File: src/rtl/wsr_pkg.sv
`timescale 1ns/1ps
package wsr_pkg;

    typedef enum logic {
        OP_PROG  = 1'b0,
        OP_ERASE = 1'b1
    } wr_op_e;

    // Everything the status word needs about the running job
    typedef struct packed {
        wr_op_e op;
        logic   prog_b7;
    } job_t;

    localparam int POLL_BIT = 7;
    localparam int TGL_BIT  = 6;

    // Low byte of a status read; upper bits are zero-filled by the caller
    function automatic logic [7:0] status_byte(input job_t j, input logic tgl);
        logic [7:0] s;
        s           = 8'h00;
        s[POLL_BIT] = (j.op == OP_PROG) ? ~j.prog_b7 : 1'b0;
        s[TGL_BIT]  = tgl;
        return s;
    endfunction

    function automatic int bank_width(input int n);
        return (n > 1) ? $clog2(n) : 1;
    endfunction

endpackage

File: src/rtl/wsr_timer.sv
`timescale 1ns/1ps
module wsr_timer
    import wsr_pkg::*;
#(
    parameter int BANK_W       = 1,
    parameter int PROG_CYCLES  = 500,
    parameter int ERASE_CYCLES = 2000
) (
    input  logic              clk,
    input  logic              rst,
    input  logic              start_vld,
    input  wr_op_e            start_op,
    input  logic [BANK_W-1:0] start_bank,
    input  logic              start_b7,
    output logic              active,
    output logic              accepted,
    output job_t              job,
    output logic [BANK_W-1:0] job_bank
);
    localparam int MAX_CYC = (PROG_CYCLES > ERASE_CYCLES) ? PROG_CYCLES : ERASE_CYCLES;
    localparam int CNT_W   = (MAX_CYC > 1) ? $clog2(MAX_CYC) : 1;
    localparam logic [CNT_W-1:0] PG_LD = CNT_W'(PROG_CYCLES - 1);
    localparam logic [CNT_W-1:0] ER_LD = CNT_W'(ERASE_CYCLES - 1);

    logic [CNT_W-1:0] cnt;

    assign accepted = start_vld && !active;

    always_ff @(posedge clk) begin
        if (rst) begin
            active   <= 1'b0;
            cnt      <= '0;
            job      <= '{op: OP_PROG, prog_b7: 1'b0};
            job_bank <= '0;
        end else if (!active) begin
            if (start_vld) begin
                active   <= 1'b1;
                cnt      <= (start_op == OP_ERASE) ? ER_LD : PG_LD;
                job      <= '{op: start_op, prog_b7: start_b7};
                job_bank <= start_bank;
            end
        end else if (cnt == '0) begin
            active <= 1'b0;
        end else begin
            cnt <= cnt - 1'b1;
        end
    end

    AST_DONE_AT_ZERO: assert property (@(posedge clk) disable iff (rst)
        $fell(active) && !$past(rst) |-> $past(cnt) == '0);
    AST_RST_CLEARS: assert property (@(posedge clk) disable iff (rst)
        $past(rst) |-> !active);
    AST_START_IGNORED: assert property (@(posedge clk) disable iff (rst)
        active && start_vld |=> job == $past(job) && job_bank == $past(job_bank));

endmodule

File: src/rtl/wsr_toggle.sv
`timescale 1ns/1ps
module wsr_toggle (
    input  logic clk,
    input  logic rst,
    input  logic restart,
    input  logic advance,
    output logic tgl
);
    always_ff @(posedge clk) begin
        if (rst || restart) tgl <= 1'b0;
        else if (advance)   tgl <= ~tgl;
    end

    AST_TGL_FLIP: assert property (@(posedge clk) disable iff (rst)
        advance && !restart |=> tgl != $past(tgl));
    AST_TGL_HOLD: assert property (@(posedge clk) disable iff (rst)
        !advance && !restart |=> $stable(tgl));

endmodule

File: src/rtl/wsr_rdport.sv
`timescale 1ns/1ps
module wsr_rdport
    import wsr_pkg::*;
#(
    parameter int DW     = 16,
    parameter int BANK_W = 1
) (
    input  logic              clk,
    input  logic              rst,
    input  logic              rd_en,
    input  logic [BANK_W-1:0] rd_bank,
    input  logic [DW-1:0]     arr_data,
    input  logic              active,
    input  job_t              job,
    input  logic [BANK_W-1:0] job_bank,
    input  logic              tgl,
    output logic              status_rd,
    output logic [DW-1:0]     rd_data,
    output logic              rd_vld
);
    logic [DW-1:0] stat_word;
    logic [DW-1:0] next_data;

    assign status_rd = rd_en && active && (rd_bank == job_bank);

    generate
        if (DW > 8) begin : g_wide
            assign stat_word = {{(DW-8){1'b0}}, status_byte(job, tgl)};
        end else begin : g_byte
            assign stat_word = status_byte(job, tgl);
        end
    endgenerate

    always_comb begin
        next_data = status_rd ? stat_word : arr_data;
    end

    always_ff @(posedge clk) begin
        if (rst) begin
            rd_data <= '0;
            rd_vld  <= 1'b0;
        end else begin
            rd_vld <= rd_en;
            if (rd_en) rd_data <= next_data;
        end
    end

    AST_RD_LAT: assert property (@(posedge clk) disable iff (rst)
        rd_en |=> rd_vld);
    AST_RD_IDLE: assert property (@(posedge clk) disable iff (rst)
        !rd_en |=> !rd_vld);
    AST_ERASE_POLL: assert property (@(posedge clk) disable iff (rst)
        status_rd && job.op == OP_ERASE |=> rd_data[7] == 1'b0);
    AST_PASS_THRU: assert property (@(posedge clk) disable iff (rst)
        rd_en && !status_rd |=> rd_data == $past(arr_data));

endmodule

File: src/rtl/bank_wr_status.sv
`timescale 1ns/1ps
module bank_wr_status
    import wsr_pkg::*;
#(
    parameter int DW           = 16,
    parameter int NUM_BANKS    = 2,
    parameter int PROG_CYCLES  = 500,
    parameter int ERASE_CYCLES = 2000,
    localparam int BANK_W      = bank_width(NUM_BANKS)
) (
    input  logic              clk,
    input  logic              rst,
    input  logic              start_vld,
    input  logic              start_erase,
    input  logic [BANK_W-1:0] start_bank,
    input  logic [DW-1:0]     prog_word,
    input  logic              id_mode,
    input  logic              oe_n,
    input  logic              ce_n,
    input  logic              rd_en,
    input  logic [BANK_W-1:0] rd_bank,
    input  logic [DW-1:0]     arr_data,
    output logic [DW-1:0]     rd_data,
    output logic              rd_vld,
    output logic              rdy_pull_low
);
    logic              active;
    logic              accepted;
    job_t              job;
    logic [BANK_W-1:0] job_bank;
    logic              tgl;
    logic              status_rd;
    wr_op_e            start_op;
    logic              unused_bits;

    assign start_op    = start_erase ? OP_ERASE : OP_PROG;
    assign unused_bits = ^{prog_word[DW-1:8], prog_word[6:0]};

    wsr_timer #(
        .BANK_W      (BANK_W),
        .PROG_CYCLES (PROG_CYCLES),
        .ERASE_CYCLES(ERASE_CYCLES)
    ) u_timer (
        .clk       (clk),
        .rst       (rst),
        .start_vld (start_vld),
        .start_op  (start_op),
        .start_bank(start_bank),
        .start_b7  (prog_word[7]),
        .active    (active),
        .accepted  (accepted),
        .job       (job),
        .job_bank  (job_bank)
    );

    wsr_toggle u_toggle (
        .clk    (clk),
        .rst    (rst),
        .restart(accepted),
        .advance(status_rd),
        .tgl    (tgl)
    );

    wsr_rdport #(
        .DW    (DW),
        .BANK_W(BANK_W)
    ) u_rdport (
        .clk      (clk),
        .rst      (rst),
        .rd_en    (rd_en),
        .rd_bank  (rd_bank),
        .arr_data (arr_data),
        .active   (active),
        .job      (job),
        .job_bank (job_bank),
        .tgl      (tgl),
        .status_rd(status_rd),
        .rd_data  (rd_data),
        .rd_vld   (rd_vld)
    );

    assign rdy_pull_low = !rst && !oe_n && !ce_n && (active || id_mode);

    AST_RESTART_TGL: assert property (@(posedge clk) disable iff (rst)
        accepted |=> tgl == 1'b0);

endmodule

File: config.mk
export PLATFORM = sky130hd
export DESIGN_NAME = bank_wr_status
export DESIGN_NICKNAME = d
export VERILOG_FILES = /design/src/rtl/wsr_pkg.sv /design/src/rtl/wsr_timer.sv /design/src/rtl/wsr_toggle.sv /design/src/rtl/wsr_rdport.sv /design/src/rtl/bank_wr_status.sv
export SDC_FILE = /design/constraint.sdc
export NUM_CORES = 1
export LEC_CHECK = 0
export CORE_ASPECT_RATIO = 0.7
export CORE_UTILIZATION = 45
export DETAILED_ROUTE_END_ITERATION = 12
export DONT_BUFFER_PORTS = 1
export REMOVE_ABC_BUFFERS = 1
export SLEW_MARGIN = 20
export SYNTH_ARGS = -nofsm -noshare
export SYNTH_HDL_FRONTEND = slang
export SYNTH_SLANG_ARGS = --single-unit
File: constraint.sdc
create_clock -name clk -period 1.8 [get_ports clk]
set_input_delay 0.45 -clock clk [delete_from_list [all_inputs] [get_ports clk]]
set_output_delay 0.45 -clock clk [all_outputs]
set_load 0.02 [all_outputs]
---- Word level (Yosys, flattened, before mapping) ----
Index checks and enable logic that the tools add are counted.
storage, ports and cells
  flip-flop bits (word level) ............. 33
  latch bits .............................. 0
  RAM bits ................................ 0
  memory bits (read-only) ................. 0
  input bits .............................. 42
  output and inout bits ................... 18
  memories ................................ 0
cells by class
  add/subtract/negate cells ............... 1
  multipliers ............................. 0
  divide/modulo/power cells ............... 0
  magnitude comparators ................... 0
  equality and inequality tests ........... 2
  shift operators ......................... 0
  muxes and demuxes ....................... 10
  bitwise gates (word level) .............. 3
  reductions and logical operators ........ 16
operators with widths
  kind                     count
  $mux W11                 4
  $mux W16                 1
  $logic_not A11 Y1        1
  $sub A11 B1 Y11 const B  1
  $logic_and A1 B1 Y1      6
  $mux W1                  5
  $logic_not A1 Y1         4
  $reduce_and A2 Y1        2
  $not A1 Y1               3
  $logic_or A1 B1 Y1       2
  $ne A2 B2 Y1 const B     1
  $reduce_bool A2 Y1       1
  $eq A1 B1 Y1             1

---- Depth between registers and ports, before layout ----
  depth after elaboration ................. 4
  depth in mapped cells ................... 6

---- Cells and area by module ----
From an unflattened synthesis, not the netlist that was laid out.
unflattened totals
  cells, all modules ...................... 168
  area total of the unflattened synthesis .. 1524.0 um^2
by module, submodules not included
  module          instances  cells each  area an instance (um^2)
  wsr_timer       1          101         830.8
  wsr_rdport      1          62          638.1
  wsr_toggle      1          3           38.8
  bank_wr_status  1          2           16.3

---- Worst setup path before layout ----
No wires, ideal clock.
  path kind ............................... input to output
  start ................................... in rst
  end ..................................... out rdy_pull_low
  arrival ................................. 1487 ps
  setup slack ............................. -137 ps
  stages .................................. 3
  cell sequence ........................... buf_6 clkbuf_1 nor4_1
between the ends
  word-level cells in the longest chain between the ends .. 4
ends and longest elaborated chain
  element                           line                  source
  start: declaration                bank_wr_status.sv:12  input logic rst,
  $logic_not A1 Y1                  bank_wr_status.sv:82  assign rdy_pull_low = !rst && !oe_n && !ce_n && (active || id_mode);
  $logic_and A1 B1 Y1 (3 in a row)  bank_wr_status.sv:82
  end: declaration                  bank_wr_status.sv:25  output logic rdy_pull_low
No other way between the ends.

---- Final worst setup path ----
  start ................................... reg u_timer.cnt[4]
  end ..................................... reg u_timer.cnt[5]
between the ends
  word-level cells in the longest chain between the ends .. 3
ends and longest elaborated chain
  element                                                      line                              source
  start: declaration                                           wsr_timer.sv:25                   logic [CNT_W-1:0] cnt;
  start signal: assignment                                     wsr_timer.sv:38                   cnt <= (start_op == OP_ERASE) ? ER_LD : PG_LD;
  start signal: assignment                                     wsr_timer.sv:45                   cnt <= cnt - 1'b1;
  $sub A11 B1 Y11 / $logic_not A11 Y1 (equally long branches)  wsr_timer.sv:45, wsr_timer.sv:42
  $mux W11 / $ne A2 B2 Y1 (equally long branches)              -
  $mux W11 / $reduce_and A2 Y1 (equally long branches)         -
Parallel ways exist; a longest one is shown, timed or not. The select of a mux whose other input is x is not followed.
A chain may end at the register's enable or synchronous reset.

==> run summary <==
• 1530 um2 — Post-Synthesis Cell Area
• 54.5% — share of the core filled with cells
• complete, no violations — status
• 0.692 nW — Leakage
• 0.00560 ns — final clock skew
• 33 — sinks on the clock net
• 20.3% — global router's overall resource usage
• 4 — depth of the worst register-to-register path
• 30.5% — fraction of power consumed by the clock network
• 5690 um — wire length of the first global-routing pass
• 0.53 ns — stage delay of the slowest cell on the critical path
• 64.0% — Worst slew margin
• 1740 um2 — finished layout cell area
• 0.000489 W — NetSw
• 0.00122 W — internal power
• 0% — async set-reset flop share out of synthesis
• 71.8 um — die width
• u_timer.cnt[4] — FF-to-FF Start
• 2 — H-tree depth reported by CTS
• 4 — drt first pass iters
• 1321 — total via count in the routed design
• 3440 um — post-detailed-routing wire length
• 0.07 ns — CTS clock-pin slew for the worst setup and hold paths
• 0 — total congestion overflow after global routing
• 28.6% — net switching fraction of the power
• flip-flop — crit path launch type
• sky130_fd_sc_hd__nor4_2 — critical path's slowest cell
• 51.5% — register share of total power
• 981 nW/um2 — total power per unit cell area
• 1.97 ns — critical path data required time
• rst — hold wc startpoint
• 17 — cell row count
• 18.0% — Comb power frac
• 3190 um2 — total core area
• 0 — # DRC
• 2 — maximum clock insertion buffer count
• sky130_fd_sc_hd__clkbuf_8 — clock root buffer master
• built — CTS tree
• 226 — final cell count without fillers
• 0 — initial antenna violation count
• 44 — number of distinct library cells after synthesis
• 0 — count of final setup violators
• 5 — total CTS buffers
• u_timer.cnt[5] — Crit Reg-Reg Endpoint
• 0 — number of routed nets with antenna violations
• 1620 um2 — standard cell area after detailed placement
• 218 — cell count after placement
• 18.6% — share of cells above drive strength 1
• input pin to flip-flop — Min-Delay Path Class
• 0.536 ns — slew at the pin closest to its max-slew limit
• 0.00171 W — post-route total power
• 0 — Hold Violations, Final
• 0 — Max-Cap Viols
• 0 — Post-synth EDFFs
• 230 — total number of nets in the final design
• flip-flop — type of destination of the critical path
• 8.62 um2 — synthesized area divided by synthesized cell count
• 50.9 um — die boundary height
• 0.28 ns — clock latency on the worst-skew pair
• 3650 um2 — floorplan die area
• 13.5% — synthesis-to-layout area growth
• true — setup repair after global routing missed its margin
• 1206 — vias in the first global route
• 43.1% — share of the yosys chip area belonging to registers
• 1.92 ns — Data arrival, critical path
• 6 — maximum fanout along the worst path
• 0 — number of warnings issued by yosys
• 178 — number of instances in the synthesized netlist
• 60 — # IOs
• u_rdport.rd_data[15] — Hold Path Sink
• 0 — input/output buffers
• 571 MHz — upper clock frequency limit
• 35 — largest net degree at the start of global routing
• 15.2 um — wire length per cell after detailed routing
• 5.85 — average via count per standard cell
• 97.3% — ratio of final minimum period to clock period
• 1 — cell count of the worst hold path
• 0 — diode insertion count for antenna repair
• 0.05 ns — setup slack of the worst register-to-register path
• 48.1% — Initial Utilization
• 1.75 ns — clock period minus worst slack
• sky130_fd_sc_hd__dfxtp_1 — Top FF cell, synth
• 0.494 mV — maximum ir drop on the vdd rail
• 2390 um — post-detailed-placement half-perimeter wirelength
• 0.849 — final weighted congestion of routability-driven global placement
• 33 — Synth Register Bits
• nor4_2 -> a31oi_2 -> o221a_1 -> a21o_1 — series of cell instances along the critical path
• 115 — violation count after the first detailed-route iteration
• 0 — Final Max Tran Viols
• flip-flop to flip-flop — Critical Setup Path Class
metrics by stage:
| stage | hold slack [ns] | worst slack, ns | setup TNS [ns] |
|---|---|---|---|
| 6_report | 0.234 | 0.0483 | 0 |
| 5_1_grt | 0.218 | -0.0246 | -0.0460 |
| 4_1_cts | 0.224 | 0.0479 | 0 |
| 3_5_place_dp | 0.438 | -0.0253 | -0.0373 |
| 3_3_place_gp | 0.435 | 0.0133 | 0 |
| 2_1_floorplan | 0.426 | 0.0862 | 0 |
power by group through the flow:
stage          clock network (W)  registers (W)  logic (W)
3_3_place_gp                   0       0.000885   0.000280
5_1_grt                 0.000571       0.000887   0.000341
4_1_cts                 0.000536       0.000874   0.000293
3_5_place_dp                   0       0.000888   0.000287
6_report                0.000521       0.000879   0.000307
2_1_floorplan                  0       0.000879   0.000195
cell families (layout without fill, tap and decap cells):
| family | count (synthesis) | after routing | synth area share [%] |
|---|---|---|---|
| DFF | 33 | 33 | 43.1 |
| and+or+nand+nor | 80 | 80 | 29.8 |
| xor gates and xnor gates | 3 | 3 | 1.71 |
| adders and majority gates | 1 | 1 | 0.816 |
| AOI/OAI and AO/OA | 43 | 43 | 17.9 |
| muxes | 3 | 3 | 2.04 |
| buffers and inverters | 15 | 25 | 4.65 |
synthesized netlist by cell type, types with 2 or more instances:
library cell	instances	area (um2)
sky130_fd_sc_hd__a211o_1	2	17.5
sky130_fd_sc_hd__a211oi_1	3	22.5
sky130_fd_sc_hd__a21o_1	2	15.0
sky130_fd_sc_hd__a21oi_1	22	110
sky130_fd_sc_hd__a31oi_1	3	18.8
sky130_fd_sc_hd__and3_1	3	18.8
sky130_fd_sc_hd__buf_6	2	22.5
sky130_fd_sc_hd__clkbuf_1	7	26.3
sky130_fd_sc_hd__dfxtp_1	33	661
sky130_fd_sc_hd__inv_1	5	18.8
sky130_fd_sc_hd__mux2i_1	2	20.0
sky130_fd_sc_hd__nand2_1	9	33.8
sky130_fd_sc_hd__nand2b_1	15	93.8
sky130_fd_sc_hd__nand3_1	16	80.1
sky130_fd_sc_hd__nor2_1	15	56.3
sky130_fd_sc_hd__nor3_1	3	15.0
sky130_fd_sc_hd__nor4_1	3	18.8
sky130_fd_sc_hd__o21ai_0	2	10.0
sky130_fd_sc_hd__o31ai_1	2	15.0
sky130_fd_sc_hd__or3_1	3	18.8
sky130_fd_sc_hd__or4_4	2	22.5
sky130_fd_sc_hd__xor2_1	2	17.5
layer usage:
metal / share of wire [%] / routed length [um] / vias to the layer above / global-route usage, %
met1: 48 / 1660 / 605 / 30.6
met2: 42 / 1450 / 56 / 27.5
met3: 8.3 / 286 / 5 / 5.92
met5: 0 / 0 / - / 0
li1: - / - / 655 / -
met4: 0.90 / 31 / 0 / 6.54
layout by cell type, fill, tap and decap left out, types with 2 or more instances in the layout:
master | netlist | layout
sky130_fd_sc_hd__clkbuf_8 | 0 | 5
sky130_fd_sc_hd__xor2_1 | 2 | 2
sky130_fd_sc_hd__mux2i_1 | 2 | 2
sky130_fd_sc_hd__nor2_1 | 15 | 15
sky130_fd_sc_hd__a31oi_1 | 3 | 2
sky130_fd_sc_hd__or3_1 | 3 | 3
sky130_fd_sc_hd__o31ai_1 | 2 | 2
sky130_fd_sc_hd__nor4_1 | 3 | 3
sky130_fd_sc_hd__nand2b_1 | 15 | 15
sky130_fd_sc_hd__inv_1 | 5 | 5
sky130_fd_sc_hd__and3_1 | 3 | 2
sky130_fd_sc_hd__a211oi_1 | 3 | 3
sky130_fd_sc_hd__or4_4 | 2 | 2
sky130_fd_sc_hd__o21ai_0 | 2 | 2
sky130_fd_sc_hd__dfxtp_1 | 33 | 30
sky130_fd_sc_hd__nand3_1 | 16 | 16
sky130_fd_sc_hd__a211o_1 | 2 | 2
sky130_fd_sc_hd__nand2_1 | 9 | 9
sky130_fd_sc_hd__nor3_1 | 3 | 3
sky130_fd_sc_hd__clkinv_2 | 0 | 2
sky130_fd_sc_hd__dfxtp_2 | 0 | 2
sky130_fd_sc_hd__a21o_1 | 2 | 2
sky130_fd_sc_hd__a21oi_1 | 22 | 22
sky130_fd_sc_hd__buf_4 | 0 | 12
final cells by class:
class                   count  area (um2)
fillers                   310        1450
multi-input cells         130         835
flip-flops and latches     33         667
repair buffers             12        90.1
clock buffers               6        72.6
well taps                  38        47.5
inverters                   5        18.8
clock inverters             2        10.0
critical path, delay by kind of cell, from the launching register on:
kind,cells,cell delay (ns)
AOI/OAI and AO/OA,3,0.77
and+or+nand+nor,1,0.53
DFF,1,0.36
timing repair:
item	4_1_cts	5_1_grt
buffers inserted	0	0
resized for setup	1	8
hold buffers	0	0
endpoints found under the setup margin	2	9
pin swaps	0	1
registers in the layout, indices dropped and copies added (netlist names):
register and flops:
u_rdport.rd_data 16, u_timer.cnt 11, u_timer.job 2, u_rdport.rd_vld 1
u_timer.active 1, u_timer.job_bank 1, u_toggle.tgl 1
worst max-delay path by stage:
stage	startpoint	endpoint	slack [ns]	cells after the start
floorplan	u_timer.cnt[4]	u_timer.cnt[9]	0.09	4
global placement	u_timer.cnt[0]	u_timer.cnt[5]	0.01	6
detailed placement	u_timer.cnt[0]	u_timer.cnt[5]	-0.03	6
CTS	u_timer.cnt[4]	u_timer.cnt[9]	0.05	4
global route	u_timer.cnt[0]	u_timer.cnt[7]	-0.02	6
finish	u_timer.cnt[4]	u_timer.cnt[5]	0.05	4
(Power assumes the default switching activity.)
